`config.mk`:
```
export PLATFORM = sky130hd
export DESIGN_NAME = pbde_engine
export DESIGN_NICKNAME = d
export VERILOG_FILES = /design/src/rtl/pbde_pkg.sv /design/src/rtl/pbde_check.sv /design/src/rtl/pbde_offset.sv /design/src/rtl/pbde_headpos.sv /design/src/rtl/pbde_engine.sv
export SDC_FILE = /design/constraint.sdc
export NUM_CORES = 1
export LEC_CHECK = 0
export ABC_AREA = 1
export BUFFER_PORTS_ARGS = -buffer_cell sky130_fd_sc_hd__buf_2
export CAP_MARGIN = 30
export CORE_MARGIN = 10
export CORE_UTILIZATION = 30
export CTS_CLUSTER_SIZE = 14
export DETAILED_ROUTE_END_ITERATION = 7
export GPL_ROUTABILITY_DRIVEN = 0
export MAX_ROUTING_LAYER = met4
export RECOVER_POWER = 50
export SYNTH_ARGS = -nofsm -noshare
export SYNTH_HDL_FRONTEND = slang
export SYNTH_SLANG_ARGS = --single-unit
```
`constraint.sdc`:
```
create_clock -name clk -period 3.5 [get_ports clk]
set_clock_uncertainty 0.2 [all_clocks]
set_input_delay 0.7 -clock clk [delete_from_list [all_inputs] [get_ports clk]]
set_output_delay 0.7 -clock clk [all_outputs]
set_load 0.01 [all_outputs]
```
`src/rtl/pbde_pkg.sv`:
```
package pbde_pkg;

    localparam int HADDR_W = 16;
    localparam int PB_LAST = 6;

    typedef enum logic [3:0] {
        ST_IDLE,
        ST_FETCH,
        ST_CHECK,
        ST_FILL,
        ST_FMT_WR,
        ST_RD_IMG,
        ST_WR_HOST,
        ST_RD_HOST,
        ST_WR_IMG
    } eng_state_e;

    localparam logic [2:0] OP_NOP    = 3'd0;
    localparam logic [2:0] OP_SEEK   = 3'd1;
    localparam logic [2:0] OP_FMT    = 3'd2;
    localparam logic [2:0] OP_RECAL  = 3'd3;
    localparam logic [2:0] OP_READ   = 3'd4;
    localparam logic [2:0] OP_VERIFY = 3'd5;
    localparam logic [2:0] OP_WRITE  = 3'd6;
    localparam logic [2:0] OP_WRDEL  = 3'd7;

    localparam logic [1:0] RT_FAIL = 2'b00;
    localparam logic [1:0] RT_DONE = 2'b10;

    localparam logic [7:0] EB_NONE  = 8'h00;
    localparam logic [7:0] EB_ADDR  = 8'h08;
    localparam logic [7:0] EB_WPROT = 8'h20;
    localparam logic [7:0] EB_NRDY  = 8'h80;

endpackage

```
`src/rtl/pbde_check.sv`:
```
module pbde_check
    import pbde_pkg::*;
#(
    parameter int NDRV     = 4,
    parameter int SPT      = 52,
    parameter int LAST_TRK = 76,
    parameter int DRV_W    = $clog2(NDRV)
) (
    input  logic [2:0]       op_i,
    input  logic [DRV_W-1:0] drv_i,
    input  logic [7:0]       nrec_i,
    input  logic [7:0]       trk_i,
    input  logic [7:0]       sec_i,
    input  logic [NDRV-1:0]  rdy_i,
    input  logic [NDRV-1:0]  wp_i,
    output logic             ok_o,
    output logic [7:0]       err_o
);

    logic [8:0] span;
    logic       addr_bad;
    logic       writes_media;

    always_comb begin
        span         = {1'b0, sec_i} + {1'b0, nrec_i};
        addr_bad     = (sec_i == 8'd0) || (sec_i > 8'(SPT)) ||
                       (span > 9'(SPT + 1)) || (trk_i > 8'(LAST_TRK));
        writes_media = (op_i == OP_FMT) || (op_i == OP_WRITE) || (op_i == OP_WRDEL);
        ok_o  = 1'b0;
        err_o = EB_NONE;
        // order of these tests is the priority of the error codes
        if (!rdy_i[drv_i]) begin
            err_o = EB_NRDY;
        end else if ((op_i != OP_RECAL) && addr_bad) begin
            err_o = EB_ADDR;
        end else if (writes_media && wp_i[drv_i]) begin
            err_o = EB_WPROT;
        end else begin
            ok_o = 1'b1;
        end
    end

endmodule

```
`src/rtl/pbde_offset.sv`:
```
module pbde_offset #(
    parameter int SPT       = 52,
    parameter int SEC_BYTES = 128,
    parameter int OFF_W     = 19
) (
    input  logic [7:0]       trk_i,
    input  logic [7:0]       sec_i,
    output logic [OFF_W-1:0] off_o
);

    logic [OFF_W-1:0] sec_index;

    always_comb begin
        sec_index = OFF_W'(trk_i) * OFF_W'(SPT) + OFF_W'(sec_i) - OFF_W'(1);
        off_o     = sec_index * OFF_W'(SEC_BYTES);
    end

endmodule

```
`src/rtl/pbde_headpos.sv`:
```
module pbde_headpos #(
    parameter int NDRV  = 4,
    parameter int DRV_W = $clog2(NDRV)
) (
    input  logic             clk,
    input  logic             rst_n,
    input  logic             upd_i,
    input  logic [DRV_W-1:0] drv_i,
    input  logic [7:0]       trk_i,
    input  logic [7:0]       sec_i,
    input  logic [DRV_W-1:0] sel_i,
    output logic [7:0]       trk_o,
    output logic [7:0]       sec_o
);

    logic [7:0] trk_d [NDRV];
    logic [7:0] trk_q [NDRV];
    logic [7:0] sec_d [NDRV];
    logic [7:0] sec_q [NDRV];

    for (genvar g = 0; g < NDRV; g++) begin : g_drive
        always_comb begin
            trk_d[g] = trk_q[g];
            sec_d[g] = sec_q[g];
            if (upd_i && (drv_i == DRV_W'(g))) begin
                trk_d[g] = trk_i;
                sec_d[g] = sec_i;
            end
        end

        always_ff @(posedge clk or negedge rst_n) begin
            if (!rst_n) begin
                trk_q[g] <= 8'd0;
                sec_q[g] <= 8'd0;
            end else begin
                trk_q[g] <= trk_d[g];
                sec_q[g] <= sec_d[g];
            end
        end
    end

    assign trk_o = trk_q[sel_i];
    assign sec_o = sec_q[sel_i];

    // an update is visible on the outputs next cycle when selected
    a_r9_pos_update: assert property (@(posedge clk) disable iff (!rst_n)
        upd_i && (sel_i == drv_i) && $stable(sel_i) |=> (trk_o == $past(trk_i)) && (sec_o == $past(sec_i)));

endmodule

```
`src/rtl/pbde_engine.sv`:
```
module pbde_engine
    import pbde_pkg::*;
#(
    parameter int NDRV      = 4,
    parameter int SEC_BYTES = 128,
    parameter int SPT       = 52,
    parameter int LAST_TRK  = 76,
    parameter int OFF_W     = $clog2((LAST_TRK + 1) * SPT * SEC_BYTES),
    parameter int DRV_W     = $clog2(NDRV)
) (
    input  logic               clk,
    input  logic               rst_n,
    input  logic               start_i,
    input  logic [HADDR_W-1:0] pb_base_i,
    output logic               busy_o,
    output logic               done_o,
    output logic               hm_req_o,
    output logic               hm_we_o,
    output logic [HADDR_W-1:0] hm_addr_o,
    output logic [7:0]         hm_wdata_o,
    input  logic               hm_ready_i,
    input  logic [7:0]         hm_rdata_i,
    output logic               im_req_o,
    output logic               im_we_o,
    output logic [OFF_W-1:0]   im_off_o,
    output logic [7:0]         im_wdata_o,
    input  logic               im_ready_i,
    input  logic [7:0]         im_rdata_i,
    input  logic [NDRV-1:0]    drv_ready_i,
    input  logic [NDRV-1:0]    drv_wprot_i,
    input  logic               irq_clr_i,
    output logic [1:0]         res_type_o,
    output logic [7:0]         res_err_o,
    output logic               irq_o,
    input  logic [DRV_W-1:0]   pos_sel_i,
    output logic [7:0]         pos_trk_o,
    output logic [7:0]         pos_sec_o
);

    localparam int FMT_LEN = SPT * SEC_BYTES;
    localparam int CNT_W   = $clog2(FMT_LEN + 1);

    typedef struct packed {
        eng_state_e         st;
        logic [2:0]         idx;
        logic [2:0]         op;
        logic [DRV_W-1:0]   drv;
        logic [7:0]         nrec;
        logic [7:0]         trk;
        logic [7:0]         sec;
        logic [HADDR_W-1:0] bufa;
        logic [HADDR_W-1:0] haddr;
        logic [OFF_W-1:0]   ioff;
        logic [CNT_W-1:0]   bcnt;
        logic [7:0]         rcnt;
        logic [7:0]         data;
        logic [1:0]         rtype;
        logic [7:0]         err;
        logic               irq;
        logic               done;
    } eng_t;

    eng_t n_d, n_q;

    logic             chk_ok;
    logic [7:0]       chk_err;
    logic [OFF_W-1:0] img_off;
    logic             pos_upd;
    logic [7:0]       pos_trk_new;

    pbde_check #(
        .NDRV(NDRV), .SPT(SPT), .LAST_TRK(LAST_TRK), .DRV_W(DRV_W)
    ) u_check (
        .op_i   (n_q.op),
        .drv_i  (n_q.drv),
        .nrec_i (n_q.nrec),
        .trk_i  (n_q.trk),
        .sec_i  (n_q.sec),
        .rdy_i  (drv_ready_i),
        .wp_i   (drv_wprot_i),
        .ok_o   (chk_ok),
        .err_o  (chk_err)
    );

    pbde_offset #(
        .SPT(SPT), .SEC_BYTES(SEC_BYTES), .OFF_W(OFF_W)
    ) u_offset (
        .trk_i (n_q.trk),
        .sec_i (n_q.sec),
        .off_o (img_off)
    );

    pbde_headpos #(
        .NDRV(NDRV), .DRV_W(DRV_W)
    ) u_headpos (
        .clk   (clk),
        .rst_n (rst_n),
        .upd_i (pos_upd),
        .drv_i (n_q.drv),
        .trk_i (pos_trk_new),
        .sec_i (n_q.sec),
        .sel_i (pos_sel_i),
        .trk_o (pos_trk_o),
        .sec_o (pos_sec_o)
    );

    function automatic eng_t complete(eng_t s, logic [7:0] e);
        eng_t r;
        r       = s;
        r.st    = ST_IDLE;
        r.done  = 1'b1;
        r.irq   = 1'b1;
        r.err   = e;
        r.rtype = (e == EB_NONE) ? RT_DONE : RT_FAIL;
        return r;
    endfunction

    // one data byte finished: advance addresses and byte/record counters
    function automatic eng_t step_byte(eng_t s, eng_state_e nxt);
        eng_t r;
        r       = s;
        r.haddr = s.haddr + HADDR_W'(1);
        r.ioff  = s.ioff + OFF_W'(1);
        if (s.bcnt == CNT_W'(SEC_BYTES - 1)) begin
            r.bcnt = '0;
            if (s.rcnt == 8'd1) begin
                r = complete(r, EB_NONE);
            end else begin
                r.rcnt = s.rcnt - 8'd1;
                r.st   = nxt;
            end
        end else begin
            r.bcnt = s.bcnt + CNT_W'(1);
            r.st   = nxt;
        end
        return r;
    endfunction

    always_comb begin
        n_d         = n_q;
        n_d.done    = 1'b0;
        pos_upd     = 1'b0;
        pos_trk_new = (n_q.op == OP_RECAL) ? 8'd0 : n_q.trk;
        if (irq_clr_i) begin
            n_d.irq = 1'b0;
        end
        case (n_q.st)
            ST_IDLE: begin
                if (start_i) begin
                    n_d.st    = ST_FETCH;
                    n_d.idx   = 3'd0;
                    n_d.haddr = pb_base_i;
                end
            end
            ST_FETCH: begin
                if (hm_ready_i) begin
                    case (n_q.idx)
                        3'd1: begin
                            n_d.op  = hm_rdata_i[2:0];
                            n_d.drv = hm_rdata_i[4 +: DRV_W];
                        end
                        3'd2: n_d.nrec = hm_rdata_i;
                        3'd3: n_d.trk  = hm_rdata_i;
                        3'd4: n_d.sec  = hm_rdata_i;
                        3'd5: n_d.bufa[7:0]  = hm_rdata_i;
                        3'd6: n_d.bufa[15:8] = hm_rdata_i;
                        default: ;
                    endcase
                    if (n_q.idx == 3'(PB_LAST)) begin
                        n_d.st = ST_CHECK;
                    end else begin
                        n_d.idx   = n_q.idx + 3'd1;
                        n_d.haddr = n_q.haddr + HADDR_W'(1);
                    end
                end
            end
            ST_CHECK: begin
                if (!chk_ok) begin
                    n_d = complete(n_d, chk_err);
                end else begin
                    n_d.haddr = n_q.bufa;
                    n_d.ioff  = img_off;
                    n_d.bcnt  = '0;
                    n_d.rcnt  = n_q.nrec;
                    case (n_q.op)
                        OP_SEEK, OP_RECAL: begin
                            pos_upd = 1'b1;
                            n_d     = complete(n_d, EB_NONE);
                        end
                        OP_FMT: n_d.st = ST_FILL;
                        OP_READ: begin
                            if (n_q.nrec == 8'd0) n_d = complete(n_d, EB_NONE);
                            else                  n_d.st = ST_RD_IMG;
                        end
                        OP_WRITE, OP_WRDEL: begin
                            if (n_q.nrec == 8'd0) n_d = complete(n_d, EB_NONE);
                            else                  n_d.st = ST_RD_HOST;
                        end
                        default: n_d = complete(n_d, EB_NONE);
                    endcase
                end
            end
            ST_FILL: begin
                if (hm_ready_i) begin
                    n_d.data = hm_rdata_i;
                    n_d.st   = ST_FMT_WR;
                end
            end
            ST_FMT_WR: begin
                if (im_ready_i) begin
                    n_d.ioff = n_q.ioff + OFF_W'(1);
                    if (n_q.bcnt == CNT_W'(FMT_LEN - 1)) begin
                        n_d = complete(n_d, EB_NONE);
                    end else begin
                        n_d.bcnt = n_q.bcnt + CNT_W'(1);
                    end
                end
            end
            ST_RD_IMG: begin
                if (im_ready_i) begin
                    n_d.data = im_rdata_i;
                    n_d.st   = ST_WR_HOST;
                end
            end
            ST_WR_HOST: begin
                if (hm_ready_i) n_d = step_byte(n_d, ST_RD_IMG);
            end
            ST_RD_HOST: begin
                if (hm_ready_i) begin
                    n_d.data = hm_rdata_i;
                    n_d.st   = ST_WR_IMG;
                end
            end
            ST_WR_IMG: begin
                if (im_ready_i) n_d = step_byte(n_d, ST_RD_HOST);
            end
            default: n_d.st = ST_IDLE;
        endcase
    end

    always_ff @(posedge clk or negedge rst_n) begin
        if (!rst_n) begin
            n_q       <= '0;
            n_q.rtype <= RT_DONE;
        end else begin
            n_q <= n_d;
        end
    end

    always_comb begin
        busy_o     = (n_q.st != ST_IDLE);
        done_o     = n_q.done;
        hm_req_o   = (n_q.st == ST_FETCH) || (n_q.st == ST_FILL) ||
                     (n_q.st == ST_WR_HOST) || (n_q.st == ST_RD_HOST);
        hm_we_o    = (n_q.st == ST_WR_HOST);
        hm_addr_o  = n_q.haddr;
        hm_wdata_o = n_q.data;
        im_req_o   = (n_q.st == ST_FMT_WR) || (n_q.st == ST_RD_IMG) || (n_q.st == ST_WR_IMG);
        im_we_o    = (n_q.st == ST_FMT_WR) || (n_q.st == ST_WR_IMG);
        im_off_o   = n_q.ioff;
        im_wdata_o = n_q.data;
        res_type_o = n_q.rtype;
        res_err_o  = n_q.err;
        irq_o      = n_q.irq;
    end

    // host request held steady through a stall
    a_r13_host_hold: assert property (@(posedge clk) disable iff (!rst_n)
        hm_req_o && !hm_ready_i |=> hm_req_o && $stable(hm_addr_o) && $stable(hm_we_o) && $stable(hm_wdata_o));

    // image request held steady through a stall
    a_r13_img_hold: assert property (@(posedge clk) disable iff (!rst_n)
        im_req_o && !im_ready_i |=> im_req_o && $stable(im_off_o) && $stable(im_we_o) && $stable(im_wdata_o));

    // completion is a single-cycle pulse seen while idle
    a_r11_done_pulse: assert property (@(posedge clk) disable iff (!rst_n)
        done_o |=> !done_o);
    a_r11_done_idle: assert property (@(posedge clk) disable iff (!rst_n)
        done_o |-> !busy_o);
    a_r11_busy_end: assert property (@(posedge clk) disable iff (!rst_n)
        $fell(busy_o) |-> done_o);

    // interrupt rises only on completion
    a_r12_irq_rise: assert property (@(posedge clk) disable iff (!rst_n)
        $rose(irq_o) |-> done_o);

    // a success result never carries an error code
    a_r10_ok_clean: assert property (@(posedge clk) disable iff (!rst_n)
        done_o && (res_type_o == RT_DONE) |-> (res_err_o == EB_NONE));

    // no memory traffic while idle
    a_r13_idle_quiet: assert property (@(posedge clk) disable iff (!rst_n)
        !busy_o |-> !hm_req_o && !im_req_o);

endmodule

```
==> results by group <==
Run status
  – Status: finished, violations left
  – Failing checks: capacitance limit, slew limit, setup timing

Worst setup path
  – Worst-path cell chain: buf_6 -> ha_1 -> inv_2 -> fa_2 -> fa_2 -> xor2_1 -> ha_1 -> inv_1 -> ha_1 -> inv_1 -> nor3_2 -> nand3_1 -> nand4_1 -> xor2_1 -> inv_1 -> nand2_1 -> nand2_1 -> nand2_1 -> nand2_1
  – Critical Path RT: 3.63 ns
  – FF-to-FF setup slack: -0.18 ns
  – Arr. time, crit path: 3.81 ns
  – Worst path max stage delay: 0.46 ns
  – Delay-heaviest family, CP: adder cells
  – Slowest-stage cell, CP: fa_2
  – Reg-to-reg critical path endpoint: im_off_o[17]$_DFFE_PN0P_
  – Worst-path fanout max: 3
  – Cell depth of the worst flop-to-flop path: 19
  – Crit path kind: reg2reg
  – Startpoint Class: flop
  – Top cell by count, worst path: nand2_1
  – WP buf/inv: 5
  – Worst r2r src: n_q[101]$_DFFE_PN0P_
  – Worst setup EP type: flop

Power
  – Sw frac: 48.0%
  – Clock power frac: 15.2%
  – Maximum vdd drop: 0.000762 V
  – Sequential fraction of design power: 24.5%
  – Psw: 6.33 mW
  – Internal: 6.85 mW
  – Total power: 13.2 mW
  – Power per cell area: 902 nW/µm²
  – Logic pwr share: 60.3%
  – P_leak: 7.58 nW

Global route
  – Residual overflow from global routing: 0
  – Largest net degree at the start of global routing: 85
  – First-pass GRT wire length: 61100 µm
  – Gr busiest metal: met2
  – GRT met3 Usage: 3.04%
  – Grt met2 use: 24.7%
  – Initial antenna violation count: 2
  – Global routing usage on met1: 19.5%
  – Number of global-route vias before repair: 11300
  – GRT Total Usage: 15.4%

Yosys
  – Fraction of registers with async set/reset: 100%
  – Syn avg cell area: 7.20 µm²
  – Post-synthesis sequential area ratio: 37.9%
  – Cells after synthesis: 1761
  – Yosys cell types: 59
  – Main synth FF type: dfrtp_1
  – Synth Register Bits: 192
  – Syn nets: 1870
  – EDFF count, synth: 0
  – Mapped cell area: 12700 µm²
  – Warnings from Yosys: 0

Placed design
  – Post-DP HPWL: 27900 µm
  – # port buffers: 131
  – DP Cell Count: 2381
  – DP Worst Slack: -0.208 ns

Clocking
  – Cts bufs inserted: 17
  – Clock root buffer: clkbuf_16
  – Number of H-tree levels: 4
  – Worst-path clk slew: 0.08 ns
  – Clk buf depth: 2
  – CTS hold repair buffers: 0
  – CTS tree: yes
  – Later-pin clock latency in the skew report: 0.45 ns
  – Sink Count: 192

Floorplanning
  – Core area: 41900 µm²
  – Die Wd: 226 µm
  – Ports: 132
  – # rows: 75
  – Initial Util: 30.3%
  – Die H: 226 µm
  – Die area: 50900 µm²

Routing
  – Routed wire per std cell: 15.7 µm
  – Residual DRC: 0
  – Via density: 4.84
  – Final ANT Viol Nets: 0
  – Pre-antenna DRT Iters: 5
  – Initial DRC Count: 1012
  – Via count: 11700
  – Routed WL: 38100 µm

STA
  – RSZ-0062 raised after global routing: true
  – # setup viols final: 5
  – Minimum clock period: 3.68 ns
  – Setup TNS: -0.488 ns
  – Final hold violations: 0
  – Slew Limit Fails: 85
  – Slew Limit Headroom: -43.3%
  – Period utilization: 105%
  – Slew @ Worst Pin: 2.15 ns
  – Smallest setup slack after layout: -0.177 ns
  – Achievable frequency: 0.272 GHz

Layout
  – Share of layout cells above drive strength 1: 15.0%
  – Layout Utilization: 34.9%
  – Synth-to-Final Area Change: 15.2%
  – Non-filler cells, final: 2423
  – Nets: 1978

Hold path
  – Worst Hold Launch: irq_clr_i
  – Hold path depth: 2
  – Min-Delay Endpoint: irq_o$_DFF_PN0_
  – Worst Hold Class: in2reg

Job
  – Max-capacitance violation count: 1
## routing by layer
| metal | vias to the layer above | routed length [µm] |
|---|---|---|
| li1 | 5832 | - |
| met1 | 5581 | 17500 |
| met2 | 288 | 18100 |
| met3 | 30 | 1940 |
| met4 | 0 | 531 |
| met5 | - | 0 |
## final cells by class
type                    count  area [µm²]
fillers                  4435       27300
repair buffers            199        1160
well taps                 539         674
clock buffers              18         429
flip-flops and latches    192        4810
multi-input cells        1258        6600
diodes                      2        5.00
clock inverters            14         166
inverters                 201         759
## layout by cell type, fill, tap and decap left out, drive strengths merged, types with 21 or more instances in the layout
cell / netlist / final
nand3: 86 / 86
o22ai: 21 / 21
nor2: 190 / 190
o21ai: 173 / 173
nand2: 533 / 533
nor3: 30 / 30
a21oi: 46 / 46
dfrtp: 191 / 191
clkbuf: 21 / 61
buf: 89 / 156
inv: 199 / 206
ha: 54 / 54
nand4: 31 / 31
## power by group through the flow
stage / Combinational (mW) / Clock [mW] / Sequential, mW
6_report: 7.94 / 2.01 / 3.22
5_1_grt: 8.93 / 2.15 / 3.31
4_1_cts: 7.54 / 2.06 / 3.22
3_5_place_dp: 6.94 / 0 / 3.27
3_3_place_gp: 6.86 / 0 / 3.24
2_1_floorplan: 5.08 / 0 / 3.06
## Yosys cell counts (all sizes together), types with 2 or more instances
| cell | count | share of area (%) |
|---|---|---|
| nor3 | 30 | 1.3 |
| clkbuf | 21 | 0.62 |
| nand3 | 86 | 3.5 |
| o31ai | 5 | 0.30 |
| nand4 | 31 | 1.7 |
| or2 | 10 | 0.49 |
| o21ai | 173 | 6.8 |
| clkinv | 2 | 0.059 |
| nand2 | 533 | 16 |
| dfrtp | 191 | 38 |
| ha | 54 | 5.3 |
| nor2 | 190 | 6.2 |
| o21a | 2 | 0.12 |
| o22ai | 21 | 1.0 |
| nor4 | 4 | 0.20 |
| o221ai | 2 | 0.14 |
| fa | 7 | 1.1 |
| xnor2 | 5 | 0.35 |
| a31o | 2 | 0.14 |
| xor2 | 20 | 1.4 |
| inv | 199 | 5.9 |
| a211oi | 2 | 0.12 |
| buf | 89 | 5.2 |
| a31oi | 7 | 0.35 |
| a21oi | 46 | 1.9 |
| nand3b | 9 | 0.56 |
| a21o | 4 | 0.24 |
| o21bai | 4 | 0.24 |
## sequential cells by signal, indices dropped and copies added (netlist names)
| register | flops |
|---|---|
| hm_addr_o | 16 |
| done_o | 1 |
| irq_o | 1 |
| im_off_o | 19 |
| res_type_o | 2 |
| u_headpos.trk_q | 32 |
| u_headpos.sec_q | 32 |
| hm_wdata_o | 8 |
| res_err_o | 8 |
| n_q | 73 |
## worst max path at each step
stage | startpoint | end | slack (ns) | depth (start not counted)
global route | n_q[101]$_DFFE_PN0P_ | im_off_o[18]$_DFFE_PN0P_ | -0.39 | 19
CTS | n_q[102]$_DFFE_PN0P_ | im_off_o[16]$_DFFE_PN0P_ | -0.13 | 18
floorplan | n_q[102]$_DFFE_PN0P_ | im_off_o[17]$_DFFE_PN0P_ | -0.03 | 20
global placement | n_q[102]$_DFFE_PN0P_ | im_off_o[17]$_DFFE_PN0P_ | -0.18 | 18
detailed placement | n_q[100]$_DFFE_PN0P_ | im_off_o[16]$_DFFE_PN0P_ | -0.21 | 20
finish | n_q[101]$_DFFE_PN0P_ | im_off_o[17]$_DFFE_PN0P_ | -0.18 | 19
## logic make-up (layout without fill, tap and decap cells)
logic type / count (synthesis) / count (layout) / synth area share (%)
adder cells (fa/ha/maj): 61 / 61 / 6.44
AND/OR/NAND/NOR: 897 / 897 / 30.1
XOR/XNOR: 25 / 25 / 1.73
other: 0 / 2 / 0
buffers and inverters: 311 / 432 / 11.8
AO/OA/AOI/OAI: 275 / 275 / 12.0
flip-flops: 192 / 192 / 37.9
## stage by stage
stage	hold slack [ns]	cell area [µm²]
final	0.221	14600
after global routing	0.206	14600
after CTS	0.127	14600
after detailed placement	0.263	13800
after global placement	0.256	13800
after floorplan	0.204	12700
## repair_timing
action,in CTS,in global routing
gates resized for setup,22,23
cloned,0,0
setup endpoints to repair,5,57
setup buffers,4,5
pin swaps,15,27
No activity file was read; power rests on OpenSTA's default activity.
